[config.mk]
export PLATFORM = sky130hd
export DESIGN_NAME = div_restoring
export DESIGN_NICKNAME = d
export VERILOG_FILES = /design/src/rtl/div_pkg.sv /design/src/rtl/div_sign_prep.sv /design/src/rtl/div_step.sv /design/src/rtl/div_sign_fix.sv /design/src/rtl/div_restoring.sv
export SDC_FILE = /design/constraint.sdc
export NUM_CORES = 1
export LEC_CHECK = 0
export BUFFER_PORTS_ARGS = -buffer_cell sky130_fd_sc_hd__buf_2
export CAP_MARGIN = 20
export CORE_UTILIZATION = 25
export DETAILED_ROUTE_END_ITERATION = 16
export PLACE_DENSITY = 0.44
export SKIP_CTS_REPAIR_TIMING = 1
export SLEW_MARGIN = 20
export SYNTH_ARGS = -nofsm -noshare
export SYNTH_HDL_FRONTEND = slang
export SYNTH_SLANG_ARGS = --single-unit
export TNS_END_PERCENT = 5
[constraint.sdc]
create_clock -name clk -period 3.75 [get_ports clk]
set_input_delay 0.375 -clock clk [delete_from_list [all_inputs] [get_ports clk]]
set_output_delay 0.375 -clock clk [all_outputs]
set_load 0.02 [all_outputs]
[src/rtl/div_pkg.sv]
package div_pkg;
    typedef enum logic [2:0] {
        ST_IDLE,
        ST_CHECK,
        ST_RUN,
        ST_FIX,
        ST_DONE
    } div_state_e;
endpackage

[src/rtl/div_sign_prep.sv]
// Converts the operands to magnitudes and makes the early error decision.
module div_sign_prep #(
    parameter int W = 8
) (
    input  logic           signed_i,
    input  logic [W-1:0]   num_hi_i,
    input  logic [W-1:0]   num_lo_i,
    input  logic [W-1:0]   den_i,
    output logic [2*W-1:0] mag_num_o,
    output logic [W-1:0]   mag_den_o,
    output logic           neg_num_o,
    output logic           neg_den_o,
    output logic           den_zero_o,
    output logic           early_ovf_o
);
    localparam int NUM_W = 2 * W;

    logic [NUM_W-1:0] num;

    always_comb begin
        num         = {num_hi_i, num_lo_i};
        neg_num_o   = signed_i & num[NUM_W-1];
        neg_den_o   = signed_i & den_i[W-1];
        mag_num_o   = neg_num_o ? (~num + NUM_W'(1)) : num;
        mag_den_o   = neg_den_o ? (~den_i + W'(1)) : den_i;
        den_zero_o  = (den_i == '0);
        // Upper half at or above the divisor means the quotient needs more than W bits.
        early_ovf_o = (mag_num_o[NUM_W-1:W] >= mag_den_o);
    end
endmodule

[src/rtl/div_step.sv]
// One restoring shift-subtract step.
module div_step #(
    parameter int W = 8
) (
    input  logic [W-1:0] rem_i,
    input  logic [W-1:0] quo_i,
    input  logic [W-1:0] den_i,
    output logic [W-1:0] rem_o,
    output logic [W-1:0] quo_o
);
    logic [W:0] shifted;
    logic       take;

    always_comb begin
        shifted = {rem_i, quo_i[W-1]};
        // The bit shifted out of the remainder is included in the compare.
        take    = (shifted >= {1'b0, den_i});
        rem_o   = take ? (shifted[W-1:0] - den_i) : shifted[W-1:0];
        quo_o   = {quo_i[W-2:0], take};
    end
endmodule

[src/rtl/div_sign_fix.sv]
// Applies result signs and checks the signed range.
module div_sign_fix #(
    parameter int W = 8
) (
    input  logic         signed_i,
    input  logic         neg_num_i,
    input  logic         neg_den_i,
    input  logic [W-1:0] mag_q_i,
    input  logic [W-1:0] mag_r_i,
    output logic [W-1:0] q_o,
    output logic [W-1:0] r_o,
    output logic         range_err_o
);
    localparam logic [W-1:0] HALF = {1'b1, {(W-1){1'b0}}};

    logic differ;

    always_comb begin
        differ      = neg_num_i ^ neg_den_i;
        range_err_o = signed_i & (differ ? (mag_q_i > HALF) : (mag_q_i >= HALF));
        q_o         = differ ? (~mag_q_i + W'(1)) : mag_q_i;
        r_o         = neg_num_i ? (~mag_r_i + W'(1)) : mag_r_i;
    end
endmodule

[src/rtl/div_restoring.sv]
module div_restoring
    import div_pkg::*;
#(
    parameter int W = 8
) (
    input  logic           clk,
    input  logic           rst,
    input  logic           start_i,
    input  logic           signed_i,
    input  logic [W-1:0]   dividend_hi_i,
    input  logic [W-1:0]   dividend_lo_i,
    input  logic [W-1:0]   divisor_i,
    output logic           busy_o,
    output logic           done_o,
    output logic           div_err_o,
    output logic [W-1:0]   quotient_o,
    output logic [W-1:0]   remainder_o,
    output logic [2*W-1:0] packed_o
);
    localparam int              NUM_W     = 2 * W;
    localparam int              CNT_W     = $clog2(W + 1);
    localparam logic [CNT_W-1:0] LAST_STEP = CNT_W'(W - 1);

    div_state_e state_q, state_d;

    logic [W-1:0]     op_hi, op_lo, op_den;
    logic             op_signed;
    logic [W-1:0]     work_rem, work_quo;
    logic [CNT_W-1:0] step_cnt;
    logic [W-1:0]     q_r, r_r;
    logic             err_r;

    logic [NUM_W-1:0] mag_num;
    logic [W-1:0]     mag_den;
    logic             neg_num, neg_den, den_zero, early_ovf;
    logic [W-1:0]     rem_n, quo_n;
    logic [W-1:0]     fix_q, fix_r;
    logic             range_err;

    div_sign_prep #(.W(W)) u_prep (
        .signed_i    (op_signed),
        .num_hi_i    (op_hi),
        .num_lo_i    (op_lo),
        .den_i       (op_den),
        .mag_num_o   (mag_num),
        .mag_den_o   (mag_den),
        .neg_num_o   (neg_num),
        .neg_den_o   (neg_den),
        .den_zero_o  (den_zero),
        .early_ovf_o (early_ovf)
    );

    div_step #(.W(W)) u_step (
        .rem_i (work_rem),
        .quo_i (work_quo),
        .den_i (mag_den),
        .rem_o (rem_n),
        .quo_o (quo_n)
    );

    div_sign_fix #(.W(W)) u_fix (
        .signed_i    (op_signed),
        .neg_num_i   (neg_num),
        .neg_den_i   (neg_den),
        .mag_q_i     (work_quo),
        .mag_r_i     (work_rem),
        .q_o         (fix_q),
        .r_o         (fix_r),
        .range_err_o (range_err)
    );

    // State register
    always_ff @(posedge clk) begin
        if (rst) begin
            state_q <= ST_IDLE;
        end else begin
            state_q <= state_d;
        end
    end

    // Transitions
    always_comb begin
        state_d = state_q;
        unique case (state_q)
            ST_IDLE:  if (start_i) state_d = ST_CHECK;
            ST_CHECK: state_d = (den_zero || early_ovf) ? ST_DONE : ST_RUN;
            ST_RUN:   if (step_cnt == LAST_STEP) state_d = ST_FIX;
            ST_FIX:   state_d = ST_DONE;
            ST_DONE:  state_d = ST_IDLE;
            default:  state_d = ST_IDLE;
        endcase
    end

    // Datapath and result registers
    always_ff @(posedge clk) begin
        if (rst) begin
            op_hi     <= '0;
            op_lo     <= '0;
            op_den    <= '0;
            op_signed <= 1'b0;
            work_rem  <= '0;
            work_quo  <= '0;
            step_cnt  <= '0;
            q_r       <= '0;
            r_r       <= '0;
            err_r     <= 1'b0;
        end else begin
            unique case (state_q)
                ST_IDLE: begin
                    if (start_i) begin
                        op_hi     <= dividend_hi_i;
                        op_lo     <= dividend_lo_i;
                        op_den    <= divisor_i;
                        op_signed <= signed_i;
                        err_r     <= 1'b0;
                    end
                end
                ST_CHECK: begin
                    work_rem <= mag_num[NUM_W-1:W];
                    work_quo <= mag_num[W-1:0];
                    step_cnt <= '0;
                    if (den_zero || early_ovf) begin
                        err_r <= 1'b1;
                    end
                end
                ST_RUN: begin
                    work_rem <= rem_n;
                    work_quo <= quo_n;
                    step_cnt <= step_cnt + CNT_W'(1);
                end
                ST_FIX: begin
                    if (range_err) begin
                        err_r <= 1'b1;
                    end else begin
                        q_r <= fix_q;
                        r_r <= fix_r;
                    end
                end
                ST_DONE: begin
                end
                default: begin
                end
            endcase
        end
    end

    assign busy_o      = (state_q != ST_IDLE);
    assign done_o      = (state_q == ST_DONE);
    assign div_err_o   = err_r;
    assign quotient_o  = q_r;
    assign remainder_o = r_r;
    assign packed_o    = {r_r, q_r};
endmodule

; ---- Yosys cells after proc, flatten, opt, wreduce, memory -nomap -nowiden
; Cells that the tools add are included.
[word_totals]
out_inout_bits = 35
regBits = 65
elab_cells = 66
in_bits = 28
[op_classes]
magnitude_cmp = 4
reduce_logical = 10
bitwise = 9
addsub = 6
n_mux = 17
eq_ne = 9
[op_table]
columns = operator, count
row1 = 8-bit two-way mux, 4
row2 = 8-bit case mux with 2 select lines, 2
row3 = "8-bit by 1-bit adder with 8-bit output, second input constant", 3
row4 = 8-bit NOT, 3
row5 = "16-bit by 1-bit adder with 16-bit output, second input constant", 1
row6 = 16-bit two-way mux, 1
row7 = 16-bit NOT, 1
row8 = 3-bit case mux with 4 select lines, 1
row9 = 9-bit by 8-bit greater-or-equal comparator with 1-bit output, 1
row10 = 3-bit two-way mux, 3
row11 = 8-bit greater-or-equal comparator, 1
row12 = "8-bit greater-or-equal comparator, second input constant", 1
row13 = "8-bit > comparator, second input constant", 1
row14 = 8-bit zero test, 1
row15 = "2-bit inequality test, second input constant", 4
row16 = 4-bit case mux with 2 select lines, 1
row17 = 8-bit subtractor, 1
row18 = "3-bit by 2-bit == test with 1-bit output, second input constant", 2
row19 = 2-bit AND reduction, 3
row20 = 3-bit nonzero test, 2
row21 = "4-bit by 1-bit adder with 4-bit output, second input constant", 1
row22 = "4-bit by 3-bit == test with 1-bit output, second input constant", 1
row23 = 1-bit two-way mux, 4
row24 = 4-bit AND reduction, 1
row25 = 9 further kinds, 11

; ---- Longest topological paths before layout
; Gate-level depths: netlist of run 1.
[logic_depth]
depth_word = 7
depth_mapped = 12
ltp_nobuf = 12

; ---- Modules after synthesis
; Synthesis of run 1 repeated with hierarchy kept, for this count alone.
[hier_totals]
cells_unflattened = 557
area_unflattened_um2 = 4371.7
[by_module_without_submodules]
columns = module, cells_each, area_each_um2, instances
row1 = div_restoring, 330, 2741.4, 1
row2 = div_sign_prep, 102, 709.4, 1
row3 = div_step, 77, 580.6, 1
row4 = div_sign_fix, 48, 340.3, 1

; ---- Worst setup path before layout of run 1
; OpenSTA, ideal clock, no wires.
[synth_path]
path_kind = register to register
from = register op_den[2]
to = register work_rem[5]
path_slack_ns = 1.007
period_less_slack_ns = 2.743
t_required_ns = 3.622
arrival_ns = 2.615
setup_ns = 0.128
stages_incl_launch_ff = 12
cell_sequence = dfxtp_1 or3_1 nor3b_1 nor2_1 xnor2_1 ha_1 a21o_1 nor3_1 o211ai_1 nand2_1 mux2i_1 o211ai_1
[synth_via]
elab_chain_len = 6
word_cells_on_any_way = 7
cone_classes = add/sub (2) / order compare (1) / mux (3) / bitwise (1)
[synth_rtl]
columns = item, line_no
row1 = "start, declared", div_restoring.sv:26  ; logic [W-1:0] op_hi, op_lo, op_den;
row2 = "start signal, assigned", div_restoring.sv:113  ; op_den <= divisor_i;
row3 = 8-bit NOT, div_sign_prep.sv:25  ; mag_den_o = neg_den_o ? (~den_i + W'(1)) : den_i;
row4 = 8-bit by 1-bit adder with 8-bit output, div_sign_prep.sv:25
row5 = 8-bit two-way mux (*), div_sign_prep.sv:25
row6 = 8-bit subtractor or 9-bit by 8-bit greater-or-equal comparator with 1-bit output (tied branches), "div_step.sv:18, div_step.sv:17"
row7 = 8-bit two-way mux (*), div_step.sv:18  ; rem_o = take ? (shifted[W-1:0] - den_i) : shifted[W-1:0];
row8 = 8-bit case mux with 2 select lines (*), div_restoring.sv:108  ; unique case (state_q)
row9 = "end signal, assigned", div_restoring.sv:119  ; work_rem <= mag_num[NUM_W-1:W];
row10 = "end signal, assigned", div_restoring.sv:127  ; work_rem <= rem_n;
row11 = "end, declared", div_restoring.sv:28  ; logic [W-1:0] work_rem, work_quo;
; Mark *: on every way between the ends. The rest lies on a longest branch, timed or not.
; A chain may end at the register's enable or synchronous reset.

; ---- Final worst setup path of run 1
; Same ends and word-level chain as after synthesis.

==> results of run 1 <==
[synthesized netlist by cell type (2+ instances only)]
cell	count	area, um^2
a211oi_1	2	15.0
a211oi_2	12	150
a21o_1	6	45.0
a21oi_1	51	255
a22oi_1	11	82.6
a311oi_2	2	30.0
a31oi_1	5	31.3
a32oi_1	3	26.3
and2_1	5	31.3
and3_1	3	18.8
buf_4	17	128
buf_6	3	33.8
clkbuf_1	21	78.8
dfxtp_1	65	1300
ha_1	21	263
inv_1	14	52.6
mux2i_1	10	100
nand2_1	70	263
nand2b_1	5	31.3
nand3_1	8	40.0
nand3b_1	2	15.0
nand4_1	2	12.5
nor2_1	43	161
nor2_2	2	12.5
nor3_1	12	60.1
nor3b_1	2	15.0
o211ai_1	3	22.5
o21a_1	3	22.5
o21ai_0	15	75.1
o21ai_1	2	10.0
o31ai_1	5	37.5
o41ai_1	3	26.3
or3_1	4	25.0
xnor2_1	23	201
xor2_1	13	114
[flip-flops by register name, summed over array words and instances (netlist names), 3 cells and up]
register and count:
remainder_o 8, op_den 8, work_quo 8, quotient_o 8
op_lo 8, op_hi 8, state_q 3, work_rem 8
step_cnt 4
[worst max-delay path, cell delays in order, from the launching register on]
cell      delay, ps
dfxtp_1         340
or3_1           390
nor3b_1         280
nor2_1          100
xnor2_1         260
ha_1            340
a21o_1          210
nor3_1          210
o211ai_1        210
nand2_1         350
mux2i_1         230
o211ai_1         90
[power by group through the flow]
stage	registers [W]	logic, W	clock network [W]
2_1_floorplan	0.000797	0.000432	0
4_1_cts	0.000809	0.000547	0.000786
3_3_place_gp	0.000822	0.000540	0
5_1_grt	0.000818	0.000610	0.000815
3_5_place_dp	0.000824	0.000544	0
6_report	0.000810	0.000541	0.000764
[placed cells by master, fill, tap and decap left out, types with 3 or more instances in the layout]
| cell type | count |
|---|---|
| a211oi_2 | 12 |
| a21o_1 | 6 |
| a21oi_1 | 51 |
| a22oi_1 | 11 |
| a31oi_1 | 5 |
| a32oi_1 | 3 |
| and2_1 | 5 |
| and3_1 | 3 |
| buf_2 | 62 |
| buf_4 | 4 |
| clkbuf_1 | 3 |
| clkbuf_16 | 9 |
| dfxtp_1 | 65 |
| ha_1 | 21 |
| inv_1 | 14 |
| mux2i_1 | 10 |
| nand2_1 | 70 |
| nand2b_1 | 5 |
| nand3_1 | 8 |
| nor2_1 | 43 |
| nor3_1 | 11 |
| o211ai_1 | 3 |
| o21a_1 | 3 |
| o21ai_0 | 15 |
| o31ai_1 | 5 |
| o41ai_1 | 3 |
| or3_1 | 4 |
| xnor2_1 | 23 |
| xor2_1 | 13 |
[area by class of cell]
| class | instances | area, um^2 |
|---|---|---|
| fillers | 1671 | 10800 |
| multi-input cells | 365 | 2370 |
| flip-flops and latches | 65 | 1300 |
| inverters | 14 | 52.6 |
| repair buffers | 66 | 340 |
| well taps | 211 | 264 |
| clock buffers | 14 | 264 |
[layer usage]
metal / up-vias / part of all wire / GRT usage
met1: 1558 / 0.52 / 0.193
met5: - / 0 / 0
met3: 10 / 0.056 / 0.0317
met4: 0 / 0.012 / 0.0519
li1: 1763 / - / -
met2: 96 / 0.41 / 0.193
[kinds of logic after synthesis]
| group | Yosys count | share of synthesized area |
|---|---|---|
| adder cells (fa/ha/maj) | 22 | 0.0713 |
| XOR/XNOR | 36 | 0.0795 |
| flip-flops | 65 | 0.328 |
| multiplexers | 10 | 0.0252 |
| buffers and inverters | 56 | 0.0747 |
| AND/OR/NAND/NOR | 167 | 0.194 |
| AO/OA/AOI/OAI | 130 | 0.228 |
[worst max path at each step]
stage	to	cells after the start	slack, ps	startpoint
final	work_rem[5]	11	590	op_den[2]
after global routing	state_q[1]	11	340	op_lo[4]
after CTS	work_rem[5]	11	560	op_den[2]
after detailed placement	work_rem[5]	11	590	op_den[2]
after global placement	div_err_o	11	640	op_lo[4]
after floorplan	work_rem[5]	11	1010	op_den[2]
[through the flow]
stage | power, W | hold slack (ps) | cell area [um^2] | util | setup slack (ps)
5_1_grt | 0.00224 | 279 | 4600 | 0.299 | 342
3_5_place_dp | 0.00137 | 487 | 4330 | 0.282 | 590
3_3_place_gp | 0.00136 | 479 | 4330 | 0.282 | 642
6_report | 0.00212 | 274 | 4600 | 0.299 | 590
2_1_floorplan | 0.00123 | 456 | 3970 | - | 1010
4_1_cts | 0.00214 | 267 | 4600 | 0.299 | 559
==> results.py, run 1 <==
metrics = {
    "outcome": {
        "status": "completed",
    },
    "yosys": {
        "synth-seq-cells": 65,
        "synth_area_mm2": 0.00397,
        "ys_warn_count": 0,
        "synth_cell_type_count": 53,
        "synth_area_per_cell_um2": 8.16,
        "synth_edf_count": 0,
        "synth_fp_nets": 536,
        "synth_cells": 486,
        "ys_seq_area_frac": 0.328,
        "async_flop_share": 0,
        "synth_ff_type": "dfxtp_1",
    },
    "clocking": {
        "root_buffer": "clkbuf_16",
        "clkSinkCount": 65,
        "cts_tree": "built",
        "cts_buffer_depth": 2,
        "h-tree-depth": 3,
        "insertion_delay_ps": 340,
        "numCtsBuffers": 9,
        "path_clk_slew_ps": 50,
    },
    "drt": {
        "avgRoutedWirePerCell_um": 14.3,
        "routed_wl_um": 10500,
        "vias": 3427,
        "drt_iter0_drc": 204,
        "drc": 0,
        "drtAntennaViolNets": 0,
        "vias_per_cell": 4.66,
        "first_pass_iters": 7,
    },
    "global_routing": {
        "grt-ovfl-total": 0,
        "track_usage": 0.135,
        "grt_pass1_vias": 3238,
        "grt_max_degree": 36,
        "grt_pass1_wl_um": 17100,
        "antenna_found_initial": 0,
    },
    "worst_setup_path": {
        "crit_type": "reg -> reg",
        "arrival_ps": 3370,
        "rr_worst_depth": 11,
        "reg2reg_to": "work_rem[5]",
        "endpoint_kind": "register",
        "start_kind": "register",
        "crit_required_ps": 3960,
        "reg2reg_from": "op_den[2]",
        "r2r_slack_ps": 590,
        "worstPathMaxFanout": 8,
    },
    "placed_design": {
        "dp.cells": 721,
        "post-dp-hpwl_um": 7910,
        "place.gp.congestion": 0.831,
        "io_buffers": 62,
    },
    "floorplan": {
        "die_h_um": 128,
        "dieArea_mm2": 0.0164,
        "die_w_um": 128,
        "start_util": 0.258,
        "pin_count": 63,
        "rows": 45,
        "core-area_mm2": 0.0154,
    },
    "hold_path": {
        "min_from": "divisor_i[5]",
        "min_to": "op_den[5]",
        "hold_path_class": "in -> reg",
        "whs_path_depth": 3,
    },
    "pwr": {
        "combPwrFrac": 0.256,
        "switching_power_w": 0.000681,
        "power.leakage_nw": 1.81,
        "p_seq_frac": 0.383,
        "switching_share": 0.322,
        "cellPowerDensity_mw_per_mm2": 460,
        "ir_drop_v": 0.000217,
        "intPower_w": 0.00143,
        "p_clk_frac": 0.361,
    },
    "timing": {
        "maxSlewViolCount": 0,
        "final_hold_viol_count": 0,
        "timing.final.crit_share": 0.843,
        "setup_viol": 0,
        "rsz0062_at_grt": "no",
        "worstMarginPinSlew_ps": 951,
        "max_freq_mhz": 316,
        "post-route-min-period_ps": 3160,
        "fin_skew_ps": 6.87,
        "slew_headroom": 0.366,
        "tns_ps": 0,
    },
    "final_layout": {
        "fin_cells": 735,
        "syn2layout_area_growth_pct": 15.9,
        "diodes": 0,
        "fin_nets": 571,
        "layout-drive-gt1-share": 0.193,
    },
    "run": {
        "maxCapViolations": 0,
    },
}
No activity file was read; power rests on OpenSTA's default activity.
==> inputs of run 2 (changes only) <==
clock period = 3.1 ns   (was 3.75 ns; I/O delays follow)
==> run 2 against run 1 <==
Net effect: sequential cell count unchanged; highest routed layer unchanged; hold slack worse by 60 ps; critical endpoint is now state_q[1]; final area up 3.4%.
==> results.py, run 2 (synthesized netlist as in run 1, its figures left out) <==
metrics = {
    "pwr": {
        "cellPowerDensity_mw_per_mm2": 562,
        "power.leakage_nw": 1.89,
        "fin_total_pwr_w": 0.00267,
        "ir_drop_v": 0.000241,
    },
    "clocking": {
        "root_buffer": "clkbuf_16",
        "cts_buffer_depth": 2,
        "insertion_delay_ps": 330,
        "h-tree-depth": 3,
        "numCtsBuffers": 9,
        "cts_tree": "built",
        "clkSinkCount": 65,
        "path_clk_slew_ps": 50,
    },
    "drt": {
        "vias_per_cell": 4.62,
        "avgRoutedWirePerCell_um": 14.2,
        "drc": 0,
        "routed_wl_um": 10600,
        "drtAntennaViolNets": 0,
        "drt_iter0_drc": 160,
        "vias": 3463,
        "first_pass_iters": 4,
    },
    "timing": {
        "post-route-min-period_ps": 2830,
        "worstMarginPinSlew_ps": 872,
        "tns_ps": 0,
        "max_freq_mhz": 353,
        "fin_skew_ps": 4.43,
        "slew_headroom": 0.419,
        "timing.final.crit_share": 0.913,
        "final_hold_viol_count": 0,
        "layout_setup_ws_ps": 268,
        "maxSlewViolCount": 0,
        "setup_viol": 0,
    },
    "floorplan": {
        "start_util": 0.258,
        "rows": 45,
        "die_h_um": 128,
        "pin_count": 63,
        "core-area_mm2": 0.0154,
        "dieArea_mm2": 0.0164,
        "die_w_um": 128,
    },
    "final_layout": {
        "mostFrequentLayoutCell": "nand2_1",
        "final_cell_mix": "nand2_1 (69), dfxtp_1 (65), buf_2 (62)",
        "nFillCells": 1658,
        "fin_nets": 584,
        "finish.utilization": 0.309,
        "syn2layout_area_growth_pct": 19.8,
        "diodes": 0,
        "layout-drive-gt1-share": 0.225,
    },
    "global_routing": {
        "grt_pass1_vias": 3232,
        "track_usage": 0.137,
        "grt_max_degree": 36,
        "grt_pass1_wl_um": 17300,
        "grt-ovfl-total": 0,
        "antenna_found_initial": 0,
    },
    "worst_setup_path": {
        "rr_worst_depth": 11,
        "endpoint_kind": "register",
        "crit_required_ps": 3320,
        "arrival_ps": 3060,
        "worstPathMaxFanout": 6,
        "critical_path_depth": 11,
        "critPathBufInv": 0,
        "crit_type": "reg -> reg",
        "cp_cell_sequence": "nor4_4 > nand3_1 > nor3_2 > nor3_1 > or2_2 > ha_1 > a21o_1 > a211oi_1 > o21ai_0 > a211o_1 > o41ai_1",
        "start_kind": "register",
        "critical-path-slowest-cell": "dfxtp_1",
        "crit_family": "simple AND/OR/NAND/NOR gates",
        "r2r_slack_ps": 270,
        "critical-path-max-stage-delay_ps": 390,
    },
    "run": {
        "maxCapViolations": 0,
    },
    "hold_path": {
        "whs_path_depth": 3,
        "hold_path_class": "in -> reg",
    },
    "placed_design": {
        "post-place-ws_ps": 50.3,
        "post-dp-hpwl_um": 8120,
        "io_buffers": 62,
        "place.gp.congestion": 0.858,
    },
    "outcome": {
        "status": "completed",
    },
}
==> run 2: stage by stage <==
| stage | hold WS (ps) | std cells | area, um^2 |
|---|---|---|---|
| final | 214 | 749 | 4750 |
| after global routing | 209 | 749 | 4750 |
| after CTS | 201 | 749 | 4710 |
| after detailed placement | 480 | 734 | 4430 |
| after global placement | 477 | 734 | 4430 |
| after floorplan | 446 | 486 | 3970 |
==> run 2: path summary, 6_finish.rpt <==
kind                endpoint        startpoint
setup / recovery  state_q[1]          op_lo[4]
hold / removal      op_hi[3]  dividend_hi_i[3]
setup reg to reg  state_q[1]          op_lo[4]
hold reg to reg     op_hi[3]          op_hi[3]
==> run 2: cell type report <==
| type | instances | area [um^2] | area share |
|---|---|---|---|
| clock buffers | 12 | 236 | 0.0497 |
| clock inverters | 3 | 42.5 | 0.00895 |
| inverters | 14 | 52.6 | 0.0111 |
| multi-input cells | 365 | 2420 | 0.509 |
| flip-flops and latches | 65 | 1300 | 0.274 |
| well taps | 211 | 264 | 0.0555 |
| repair buffers | 79 | 438 | 0.0921 |
==> run 2: power by group <==
group / internal (W) / total [W] / switching [W] / leakage, nW
logic: 0.000306 / 0.000720 / 0.000414 / 1.23
clock network: 0.000617 / 0.000981 / 0.000364 / 0.133
registers: 0.000891 / 0.000971 / 0.0000798 / 0.529
total: 0.00181 / 0.00267 / 0.000857 / 1.89
==> run 2: worst reg2reg max path, cell delays in order (launching register included) <==
cell	delay, ps
dfxtp_1	390
nor4_4	370
nand3_1	170
nor3_2	200
nor3_1	80
or2_2	280
ha_1	200
a21o_1	150
a211oi_1	220
o21ai_0	110
a211o_1	310
o41ai_1	250
==> run 2: metal layers <==
| metal | track usage | wire length (um) | vias to the layer above |
|---|---|---|---|
| met5 | 0 | 0 | - |
| met4 | 0.0401 | 84 | 0 |
| met3 | 0.0334 | 516 | 7 |
| met2 | 0.190 | 4340 | 95 |
| met1 | 0.205 | 5710 | 1575 |
| li1 | - | - | 1786 |
